`config.mk`:
```
export PLATFORM = sky130hd
export DESIGN_NAME = scu_top
export DESIGN_NICKNAME = d
export VERILOG_FILES = /design/src/rtl/scu_pkg.sv /design/src/rtl/scu_opsel.sv /design/src/rtl/scu_alu.sv /design/src/rtl/scu_regbank.sv /design/src/rtl/scu_top.sv
export SDC_FILE = /design/constraint.sdc
export NUM_CORES = 1
export LEC_CHECK = 0
export BUFFER_PORTS_ARGS = -buffer_cell sky130_fd_sc_hd__buf_2
export CORE_MARGIN = 8
export CORE_UTILIZATION = 40
export CTS_CLUSTER_SIZE = 30
export DETAILED_ROUTE_END_ITERATION = 8
export PLACE_DENSITY = 0.64
export SLEW_MARGIN = 40
export SYNTH_ARGS = -nofsm -noshare
export SYNTH_HDL_FRONTEND = slang
export SYNTH_SLANG_ARGS = --single-unit
```
`constraint.sdc`:
```
create_clock -name clk -period 12.45 [get_ports clk]
set_input_delay 0.6225 -clock clk [delete_from_list [all_inputs] [get_ports clk]]
set_output_delay 0.6225 -clock clk [all_outputs]
set_load 0.005 [all_outputs]
```
`src/rtl/scu_pkg.sv`:
```
package scu_pkg;

    localparam int SCU_OP_W = 3;
    localparam int SCU_SH_W = 3;

    typedef enum logic [SCU_OP_W-1:0] {
        OP_NONE = 3'd0,
        OP_ADD  = 3'd1,
        OP_SUB  = 3'd2,
        OP_SRA  = 3'd3,
        OP_SLL  = 3'd4,
        OP_MUL  = 3'd5,
        OP_MAC  = 3'd6,
        OP_MSB  = 3'd7
    } scu_op_e;

    function automatic logic op_writes(input scu_op_e op);
        return op != OP_NONE;
    endfunction

endpackage

```
`src/rtl/scu_opsel.sv`:
```
module scu_opsel #(
    parameter int DATA_W  = 16,
    parameter int FIELD_W = 7,
    parameter int IDX_W   = 4
) (
    input  logic               is_reg,
    input  logic [FIELD_W-1:0] field,
    input  logic [DATA_W-1:0]  reg_val,
    output logic [IDX_W-1:0]   idx,
    output logic [DATA_W-1:0]  value
);
    // register index comes from the low bits of the field
    assign idx   = field[IDX_W-1:0];
    assign value = is_reg ? reg_val : DATA_W'(field);
endmodule

```
`src/rtl/scu_alu.sv`:
```
module scu_alu
    import scu_pkg::*;
#(
    parameter int DATA_W = 16
) (
    input  scu_op_e           op,
    input  logic [DATA_W-1:0] a,
    input  logic [DATA_W-1:0] b,
    input  logic [DATA_W-1:0] d,
    output logic [DATA_W-1:0] res
);
    logic [SCU_SH_W-1:0] sh;
    logic [DATA_W-1:0]   prod;

    assign sh   = b[SCU_SH_W-1:0];
    assign prod = a * b;

    always_comb begin
        unique case (op)
            OP_ADD:  res = a + b;
            OP_SUB:  res = a - b;
            OP_SRA:  res = DATA_W'($signed(a) >>> sh);
            OP_SLL:  res = a << sh;
            OP_MUL:  res = prod;
            OP_MAC:  res = prod + d;
            OP_MSB:  res = d - prod;
            default: res = '0;
        endcase
    end
endmodule

```
`src/rtl/scu_regbank.sv`:
```
module scu_regbank #(
    parameter int DATA_W   = 16,
    parameter int NUM_REGS = 16,
    parameter int NRD      = 4,
    localparam int IDX_W   = $clog2(NUM_REGS)
) (
    input  logic                         clk,
    input  logic                         rst,
    input  logic                         wr_en,
    input  logic [IDX_W-1:0]             wr_idx,
    input  logic [DATA_W-1:0]            wr_dat,
    input  logic [NRD-1:0][IDX_W-1:0]    rd_idx,
    output logic [NRD-1:0][DATA_W-1:0]   rd_dat
);
    logic [DATA_W-1:0] regs [NUM_REGS];

    for (genvar r = 0; r < NUM_REGS; r++) begin : g_reg
        always_ff @(posedge clk) begin
            if (rst)
                regs[r] <= '0;
            else if (wr_en && wr_idx == IDX_W'(r))
                regs[r] <= wr_dat;
        end
    end

    // every read port sees the write that commits at the next edge
    for (genvar p = 0; p < NRD; p++) begin : g_rd
        always_comb begin
            if (wr_en && wr_idx == rd_idx[p])
                rd_dat[p] = wr_dat;
            else
                rd_dat[p] = regs[rd_idx[p]];
        end
    end
endmodule

```
`src/rtl/scu_top.sv`:
```
module scu_top
    import scu_pkg::*;
#(
    parameter int DATA_W   = 16,
    parameter int NUM_REGS = 16,
    parameter int FIELD_W  = 7
) (
    input  logic                        clk,
    input  logic                        rst,
    input  logic [SCU_OP_W-1:0]         cmd_mode,
    input  logic                        cmd_a_reg,
    input  logic [FIELD_W-1:0]          cmd_a,
    input  logic                        cmd_b_reg,
    input  logic [FIELD_W-1:0]          cmd_b,
    input  logic [$clog2(NUM_REGS)-1:0] cmd_dest,
    input  logic [$clog2(NUM_REGS)-1:0] rd_idx,
    output logic [DATA_W-1:0]           rd_data
);
    localparam int IDX_W = $clog2(NUM_REGS);
    localparam int NRD   = 4;
    localparam int PA = 0, PB = 1, PD = 2, PX = 3;

    typedef struct packed {
        logic              vld;
        logic [IDX_W-1:0]  idx;
        logic [DATA_W-1:0] dat;
    } wb_t;

    scu_op_e                   op;
    wb_t                       wb_q;
    logic [NRD-1:0][IDX_W-1:0]  rdi;
    logic [NRD-1:0][DATA_W-1:0] rdd;
    logic [IDX_W-1:0]          a_idx, b_idx;
    logic [DATA_W-1:0]         a_val, b_val, res;
    logic                      wb_vld;
    logic [IDX_W-1:0]          wb_idx;
    logic [DATA_W-1:0]         wb_dat;

    assign op = scu_op_e'(cmd_mode);

    scu_opsel #(.DATA_W(DATA_W), .FIELD_W(FIELD_W), .IDX_W(IDX_W)) u_sel_a (
        .is_reg(cmd_a_reg), .field(cmd_a), .reg_val(rdd[PA]),
        .idx(a_idx), .value(a_val)
    );

    scu_opsel #(.DATA_W(DATA_W), .FIELD_W(FIELD_W), .IDX_W(IDX_W)) u_sel_b (
        .is_reg(cmd_b_reg), .field(cmd_b), .reg_val(rdd[PB]),
        .idx(b_idx), .value(b_val)
    );

    assign rdi[PA] = a_idx;
    assign rdi[PB] = b_idx;
    assign rdi[PD] = cmd_dest;
    assign rdi[PX] = rd_idx;

    scu_regbank #(.DATA_W(DATA_W), .NUM_REGS(NUM_REGS), .NRD(NRD)) u_bank (
        .clk(clk), .rst(rst),
        .wr_en(wb_q.vld), .wr_idx(wb_q.idx), .wr_dat(wb_q.dat),
        .rd_idx(rdi), .rd_dat(rdd)
    );

    scu_alu #(.DATA_W(DATA_W)) u_alu (
        .op(op), .a(a_val), .b(b_val), .d(rdd[PD]), .res(res)
    );

    always_ff @(posedge clk) begin
        if (rst) begin
            wb_q <= '0;
        end else begin
            wb_q.vld <= op_writes(op);
            wb_q.idx <= cmd_dest;
            wb_q.dat <= res;
        end
    end

    assign rd_data = rdd[PX];
    assign wb_vld  = wb_q.vld;
    assign wb_idx  = wb_q.idx;
    assign wb_dat  = wb_q.dat;
endmodule

```
* Word level (Yosys, flattened, before mapping)
Memories as Yosys holds them, arrays and structs flattened.
Cells that the tools add are included.
** Storage, ports and cells
- Word-level logic and storage cells :: 148
- Bits in writable memories :: 256
- Memories :: 1
- Output and inout port bits :: 16
- Input bits :: 29
- Bits in registers :: 21
** Cells by class
- Shift operators :: 2
- Equality and inequality tests :: 26
- Add/sub/neg operators :: 4
- Bitwise operators :: 16
- $mul :: 1
- Reduce and logical (&&, ||, !) cells :: 22
- Multiplexer cells :: 73
** Memories
- u_bank.regs :: depth 16, bits a word 16, rd ports 4, clocked after Yosys merged registers in 0, wr ports 16, line scu_regbank.sv:15 : logic [DATA_W-1:0] regs [NUM_REGS];
** Operators with widths (number)
- $mux W16 :: 22
- $pmux W16 S7 :: 1
- $mux W1 :: 50
- $add A16 B16 Y16 :: 2
- $eq A4 B4 Y1 const B :: 8
- $sub A16 B16 Y16 :: 2
- $logic_and A1 B1 Y1 :: 20
- $eq A4 B3 Y1 const B :: 4
- $eq A4 B4 Y1 :: 4
- $mul A16 B16 Y16 :: 1
- $or A1 B1 Y1 :: 16
- $shl A16 B3 Y16 :: 1
- $sshr A16 B3 Y16 :: 1
- $eq A3 B3 Y1 const B :: 4
- $eq A4 B2 Y1 const B :: 2
- $eq A3 B2 Y1 const B :: 2
- $eq A4 B1 Y1 const B :: 1
- $logic_not A4 Y1 :: 1
- $eq A3 B1 Y1 const B :: 1
- $reduce_bool A3 Y1 :: 1

* Logic depth before layout (Yosys ltp)
Gate-level depths: netlist of run 1.
- Depth in word-level cells :: 7
- Mapped depth :: 40
- Depth with buffers taken out :: 35

* Hierarchy
Synthesis of run 1 repeated with hierarchy kept, for this count alone.
** Second synthesis, totals
- Cell total of the unflattened synthesis :: 2279
- Area, all modules :: 27267.4 um^2
** Modules (own cells, without submodules)
- scu_regbank :: area each 18973.2 um^2, seq. area each 7687.4 um^2, cells an instance 1237, times used 1
- scu_alu :: area each 7284.5 um^2, seq. area each 0.0 um^2, cells an instance 953, times used 1
- scu_top :: area each 626.9 um^2, seq. area each 420.4 um^2, cells an instance 45, times used 1
- scu_opsel :: area each 191.4 um^2, seq. area each 0.0 um^2, cells an instance 22, times used 2

* Worst setup path before layout of run 1
No wires, ideal clock.
- Path type :: in2reg
- From :: input cmd_b[1]
- To :: register wb_q (netlist bit wb_dat[15])
- Required time :: 12330 ps
- Slack :: 2999 ps
- Setup time :: 120 ps
- Arrival time :: 9331 ps
- Path buffers :: 7
- Stages :: 35
- Path through :: buf_2 > buf_4 > buf_2 > clkbuf_1 > mux2_2 > a311o_1 > inv_1 > buf_1 > clkbuf_1 > nor2_1 > fa_1 > inv_1 > fa_1 > fa_1 > fa_1 > inv_1 > fa_1 > inv_1 > fa_1 > inv_1 > ha_1 > clkbuf_1 > o211a_1 > a31oi_1 > xnor2_1 > or4_1 > and2_1 > xnor2_1 > ha_1 > nand2_1 > o21ai_0 > xor2_1 > mux2i_1 > a31oi_1 > o31a_1
** On the way
- Longest elaborated chain between the ends :: 7
- Elaborated cells between the ends (all ways) :: 13
- Classes of those cells :: 4 x add/sub; 1 x mul; 1 x eq/ne; 2 x shift; 3 x mux; 1 x reduce/logical; 1 x memory
** Ends and longest elaborated chain
- start: declaration :: line scu_top.sv:14 : input logic [FIELD_W-1:0] cmd_b,
- parallel branches: the longest is 3 deep, another holds $mem_v2 Z16 W16
- $mux W16 * :: line scu_opsel.sv:14 : assign value = is_reg ? reg_val : DATA_W'(field);
- $mul A16 B16 Y16 :: line scu_alu.sv:16 : assign prod = a * b;
- $sub A16 B16 Y16 / $add A16 B16 Y16 (equally long branches) :: line scu_alu.sv:26, scu_alu.sv:25
- $pmux W16 S7 * :: line scu_alu.sv:19 : unique case (op)
- end: declaration :: line scu_top.sv:30 : wb_t wb_q;
Every way passes the cells marked *.
A chain may end at the register's enable or synchronous reset.

* Final worst setup path of run 1
- From :: input cmd_a[0]
- To :: register wb_q (netlist bit wb_dat[15])
** On the way
- Longest elaborated chain between the ends :: 7
- Elaborated cells between the ends (all ways) :: 13
- Classes of those cells :: 4 x add/sub; 1 x mul; 1 x eq/ne; 2 x shift; 3 x mux; 1 x reduce/logical; 1 x memory
** Ends and longest elaborated chain
- start: declaration :: line scu_top.sv:12 : input logic [FIELD_W-1:0] cmd_a,
- parallel branches: the longest is 3 deep, another holds $mem_v2 Z16 W16
- $mux W16 * :: line scu_opsel.sv:14
- $mul A16 B16 Y16 :: line scu_alu.sv:16
- $sub A16 B16 Y16 / $add A16 B16 Y16 (equally long branches) :: line scu_alu.sv:26, scu_alu.sv:25
- $pmux W16 S7 * :: line scu_alu.sv:19
Marks and branches as above.

==> metrics.cfg, run 1 <==
[power]
power.internal_w=0.00252
switchingPower_w=0.00195
swShare_pct=43.6
seqPwrFrac_pct=26.7
p_leak_nw=10.9
ir_worst_vdd_mv=0.154
pwr-share-comb_pct=53.0
power_density_nw_per_um2=155
pwr-share-clk_pct=20.3

[worst_setup_path]
slowest_delay_ns=0.68
timing.rr.end=wb_dat[15]
rr_startpoint=wb_idx[0]
path_max_fanout=38
critPathKind=in2reg
crit_arrival_ns=10.72
r2r.worst_path.cells=31
path_delay_family=adder cells
critPathBufInv=7
cpMaxStageDelayCell=a21boi_0
r2r_slack_ns=2.29
cp-end-kind=flip-flop
critical_path_required_ns=12.93
worstSetupStartpointType=input pin

[cells_and_area]
area_growth_syn_to_layout_pct=8.93
drive_gt1_share_pct=24.1
fill_cells=5953
layout.nets=2407
final_area_um2=28800

[sta]
max_slew.worst_pin.slew_ns=0.928
clock_skew_ns=0.0231
rsz0062_at_grt=no
slew_violations=0
timing.slew.headroom_pct=38.1
clock.fmax_ghz=0.0976
setup_viol_count_final=0
post-route-period-util_pct=82.3
final_hold_viol_count=0
min_period_ns=10.24
final.setup.tns_ns=0

[cts]
htreeDepth=1
cts.sink_count=277
post_cts_buffers=0
cts.repair.resized=0
tritoncts=done
clk_latency_ns=0.59
clock_path_buffers=3
numCtsBuffers=28
hold_buffers=0
clk_pin_slew_ns=0.07
root_buffer=clkbuf_16

[synth]
synth.distinct_cells=88
synth_area_um2=26400
synth_cells=2253
synth_edf_count=256
synthesis.nets=2447
synth_ff_type=edfxtp_1
avgSynthCellArea_um2=11.7
async_flop_share_pct=0
yosys_warnings=0
synth-seq-cells=277
yosysSeqAreaShare_pct=30.7

[route]
routed-wl-met3_mm=9.77
maxUsedRoutingLayer=met5
wl_per_cell_um=30.4
drtAntennaViolNets=0
first_pass_iters=6
totalWireLength_mm=94.4
via_per_inst=6.57
drt_iter0_markers=2801
wl_met2_mm=45.0
num_vias=20400
drc=0
wl_met1_mm=33.5

[placed_design]
dpl_cell_area_um2=27800
hpwlAfterDp_mm=67.3
port_buffers=44
gp_congestion=0.963

[die]
fp-row-count=94
ios=45
start_util_pct=40.3
die_h_um=273
die_w_um=273
core_um2=65600
die_area_um2=74600

[min_path]
hold_class=in2reg
hold_end=wb_idx[1]
whs_path_depth=2
min-delay-start=cmd_dest[1]

[grt]
grt_antenna_before_repair=6
overflow=0
grt_pass1_wl_mm=138
track_usage_pct=24.7
grt_pass1_vias=20400
grt_max_degree=63

[outcome]
status=finished clean

[flow_run]
maxCapViolCount=0

## metrics by stage
stage	worst slack [ns]	cells	util, %	hold WS (ns)	total power [W]
after floorplan	3.00	2253	-	0.655	0.00285
after global placement	2.04	3024	41.8	0.772	0.00346
after detailed placement	1.71	3044	42.3	0.780	0.00353
after CTS	2.32	3096	43.8	0.444	0.00443
after global routing	1.59	3099	43.9	0.464	0.00471
final	2.21	3101	43.9	0.447	0.00447
## per-layer routing
| layer | GRT usage [%] | vias up |
|---|---|---|
| li1 | - | 8350 |
| met1 | 30.0 | 10300 |
| met2 | 40.5 | 1428 |
| met3 | 5.32 | 328 |
| met4 | 14.1 | 6 |
| met5 | 0 | - |
## how the worst max path moves through the flow
stage | slack [ns] | cells past startpoint | start | end
after detailed placement | 1.71 | 33 | cmd_a[0] | wb_dat[15]
after floorplan | 3.00 | 35 | cmd_b[1] | wb_dat[15]
final | 2.21 | 33 | cmd_a[0] | wb_dat[15]
after CTS | 2.32 | 33 | cmd_a[0] | wb_dat[15]
after global placement | 2.04 | 33 | cmd_a[0] | wb_dat[15]
after global routing | 1.59 | 32 | cmd_a[0] | wb_dat[15]
## area by class of cell
class	count	area, um2	share of cell area [%]
Antenna cell	2	5.00	0.0174
Clock buffer	31	733	2.55
Clock inverter	21	225	0.782
Inverter	154	578	2.01
Multi-Input combinational cell	1636	17100	59.4
Sequential cell	277	8110	28.2
Tap cell	864	1080	3.75
Timing Repair Buffer	116	955	3.31
## state kept, by name (all words and copies together), names as in the netlist
register     flops
wb_idx           4
wb_vld           1
u_bank.regs    256
wb_dat          16
## cells in the final DEF (no fill, tap or decap), drive strengths merged, types with 11 or more instances in the layout
cell type and n:
mux4 299, and2 261, edfxtp 256, inv 155, nand2 149, nor2 137, buf 116, ha 83
fa 82, a21oi 67, xnor2 58, o21ai 56, xor2 39, nor3 36, mux2 34, nor2b 31
clkbuf 31, a21o 23, a22oi 21, dfxtp 21, mux2i 20, nand3 17, a31oi 16, nand2b 16
o21a 15, o21bai 15, a221oi 14, nor4 12, nor3b 11
## synth_stat cells, types with 20 or more instances
cell type / count / share of area, %
ha_1: 83 / 3.9
nand2_1: 149 / 2.1
mux4_1: 22 / 2.2
a21oi_1: 61 / 1.2
mux2_2: 34 / 1.4
nor3_1: 36 / 0.68
inv_1: 149 / 2.1
xor2_1: 39 / 1.3
fa_1: 82 / 6.2
xnor2_1: 56 / 1.9
a22oi_1: 21 / 0.60
dfxtp_1: 21 / 1.6
mux4_2: 277 / 24
and2_1: 261 / 6.2
o21ai_0: 52 / 0.98
clkbuf_1: 126 / 1.8
a21o_1: 23 / 0.65
mux2i_1: 20 / 0.76
nor2_1: 136 / 1.9
edfxtp_1: 256 / 29
nor2b_1: 30 / 0.71
buf_1: 22 / 0.31
## power groups by stage
stage / combinational [W] / sequential (W) / clock [W]
2_1_floorplan: 0.00173 / 0.00112 / 0
3_3_place_gp: 0.00225 / 0.00120 / 0
3_5_place_dp: 0.00232 / 0.00121 / 0
4_1_cts: 0.00234 / 0.00119 / 0.000902
5_1_grt: 0.00257 / 0.00120 / 0.000935
6_report: 0.00237 / 0.00120 / 0.000908
## logic make-up (layout without fill, tap and decap cells)
kind of cell               count (synthesis)  after routing  synth area share (%)
buffers and inverters                    340            322                  5.56
xor gates and xnor gates                 100            100                  3.54
DFF                                      277            277                  30.7
muxes                                    353            353                  28.0
and+or+nand+nor                          709            709                  14.0
AOI/OAI and AO/OA                        309            309                  8.09
adders and majority gates                165            165                  10.1
other                                      0              2                     0
No activity file was read; power rests on OpenSTA's default activity.
==> run 2: changes to the inputs <==
clock period = 10.6 ns   (was 12.45 ns; I/O delays follow)
==> metrics.cfg, run 2 (synthesis results as in run 1) <==
[outcome]
status=finished clean  ; unchanged

[cells_and_area]
final_area_um2=28800  ; about the same
area_growth_syn_to_layout_pct=8.97  ; was 8.93%
final_cells=3117  ; was 3101
fill_cells=5998  ; was 5953
post-route-util_pct=43.9  ; about the same
final_common_cell=mux4_2  ; unchanged
layout_common_cells=mux4_2, and2_1, edfxtp_1  ; unchanged
largest_register=u_bank.regs  ; unchanged
drive_gt1_share_pct=24.4  ; was 24.1%
largest_reg_flops=256  ; unchanged
layout.nets=2424  ; was 2407

[placed_design]
place_inst=3061  ; was 3044
gp_congestion=0.967  ; was 0.963
port_buffers=44  ; unchanged
hpwlAfterDp_mm=68.6  ; was 67.3 mm
dpl_cell_area_um2=27900  ; was 27800 um2

[cts]
post_cts_buffers=0  ; unchanged
numCtsBuffers=29  ; was 28
clk_pin_slew_ns=0.07  ; about the same
tritoncts=done  ; unchanged
clock_path_buffers=3  ; unchanged
clk_latency_ns=0.59  ; about the same
hold_buffers=0  ; unchanged
root_buffer=clkbuf_16  ; unchanged
cts.sink_count=277  ; unchanged
cts.repair.resized=0  ; unchanged
htreeDepth=1  ; unchanged

[sta]
final.setup.tns_ns=0  ; unchanged
rsz0062_at_grt=no  ; unchanged
min_period_ns=9.96
post-route-period-util_pct=94.0
clock.fmax_ghz=0.100
clock_skew_ns=0.0171  ; was 0.0231 ns
slew_violations=0  ; unchanged
max_slew.worst_pin.slew_ns=0.961  ; was 0.928 ns
final_hold_viol_count=0  ; unchanged
setup_viol_count_final=0  ; unchanged
timing.slew.headroom_pct=35.9  ; was 38.1%

[die]
start_util_pct=40.3  ; unchanged
core_um2=65600  ; unchanged
die_h_um=273  ; unchanged
fp-row-count=94  ; unchanged
die_w_um=273  ; unchanged
ios=45  ; unchanged
die_area_um2=74600  ; unchanged

[worst_setup_path]
cpMaxStageDelayCell=dfxtp_1  ; was a21boi_0
path_max_fanout=10  ; was 38
cp-end-kind=flip-flop  ; unchanged
crit_arrival_ns=10.45  ; was 10.72 ns
critPathKind=reg2reg  ; was in2reg
slowest_delay_ns=0.71  ; was 0.68 ns
critical_path_required_ns=11.09  ; was 12.93 ns
worstSetupStartpointType=flip-flop  ; was input pin

[flow_run]
maxCapViolCount=0  ; unchanged

[route]
totalWireLength_mm=94.4  ; about the same
drtAntennaViolNets=0  ; unchanged
num_vias=20600  ; was 20400
first_pass_iters=6  ; unchanged
wl_per_cell_um=30.3  ; was 30.4 um
drc=0  ; unchanged
via_per_inst=6.59  ; was 6.57
drt_iter0_markers=2807  ; was 2801

[grt]
overflow=0  ; unchanged
grt_pass1_wl_mm=139  ; was 138 mm
grt_antenna_before_repair=5  ; was 6
grt_max_degree=63  ; unchanged
track_usage_pct=24.8  ; was 24.7%
grt_pass1_vias=20700  ; was 20400

[power]
p_leak_nw=10.9  ; about the same
power_density_nw_per_um2=181  ; was 155 nW/um2
ir_worst_vdd_mv=0.163  ; was 0.154 mV
total_power_w=0.00521  ; was 0.00447 W

[min_path]
hold_class=in2reg  ; unchanged

## run 2: routing by layer
layer,vias to the layer above,global-route usage [%],wire length [um]
li1,8372,-,-
met1,10200,31.1,33600
met2,1573,40.1,43800
met3,372,4.60,10100
met4,4,14.0,6790
met5,-,0,27
## run 2: final timing paths
check / depth (start not counted) / end / startpoint / slack (ns)
hold reg to reg: 2 / u_bank.regs[0][5] / wb_dat[5] / 0.83
hold / removal: 2 / wb_idx[3] / rst / 0.40
setup reg to reg: 29 / wb_dat[15] / wb_idx[0] / 0.64
setup / recovery: 29 / wb_dat[15] / wb_idx[0] / 0.64
## run 2: worst max-delay path, delay by kind of cell, from the launching register on
kind	cells	cell delay (ns)
xor gates and xnor gates	4	1.06
adders and majority gates	8	3.08
muxes	2	0.52
AOI/OAI and AO/OA	5	1.51
DFF	1	0.71
buffers and inverters	2	0.44
and+or+nand+nor	8	2.54
## run 2: report_power, final
part           internal [W]  switching [W]  total (W)
registers           0.00126       0.000141    0.00140
logic               0.00115        0.00167    0.00282
clock network      0.000525       0.000465   0.000990
total               0.00293        0.00227    0.00521
## run 2: layout make-up
| cell class | count | area (um2) | area share (%) |
|---|---|---|---|
| inverter | 154 | 578 | 2.01 |
| clock inverter | 21 | 145 | 0.504 |
| clock buffer | 32 | 737 | 2.56 |
| timing repair buffer | 132 | 1050 | 3.65 |
| sequential | 277 | 8110 | 28.1 |
| antenna | 1 | 2.50 | 0.00869 |
| tap | 864 | 1080 | 3.75 |
| multi-input combinational | 1636 | 17100 | 59.4 |
## run 2: per-stage QoR
step | hold WS [ns] | setup slack (ns)
final | 0.400 | 0.637
after global routing | 0.429 | 0.302
after CTS | 0.486 | 0.938
after detailed placement | 0.771 | 0.513
after global placement | 0.769 | 0.644
after floorplan | 0.655 | 1.24
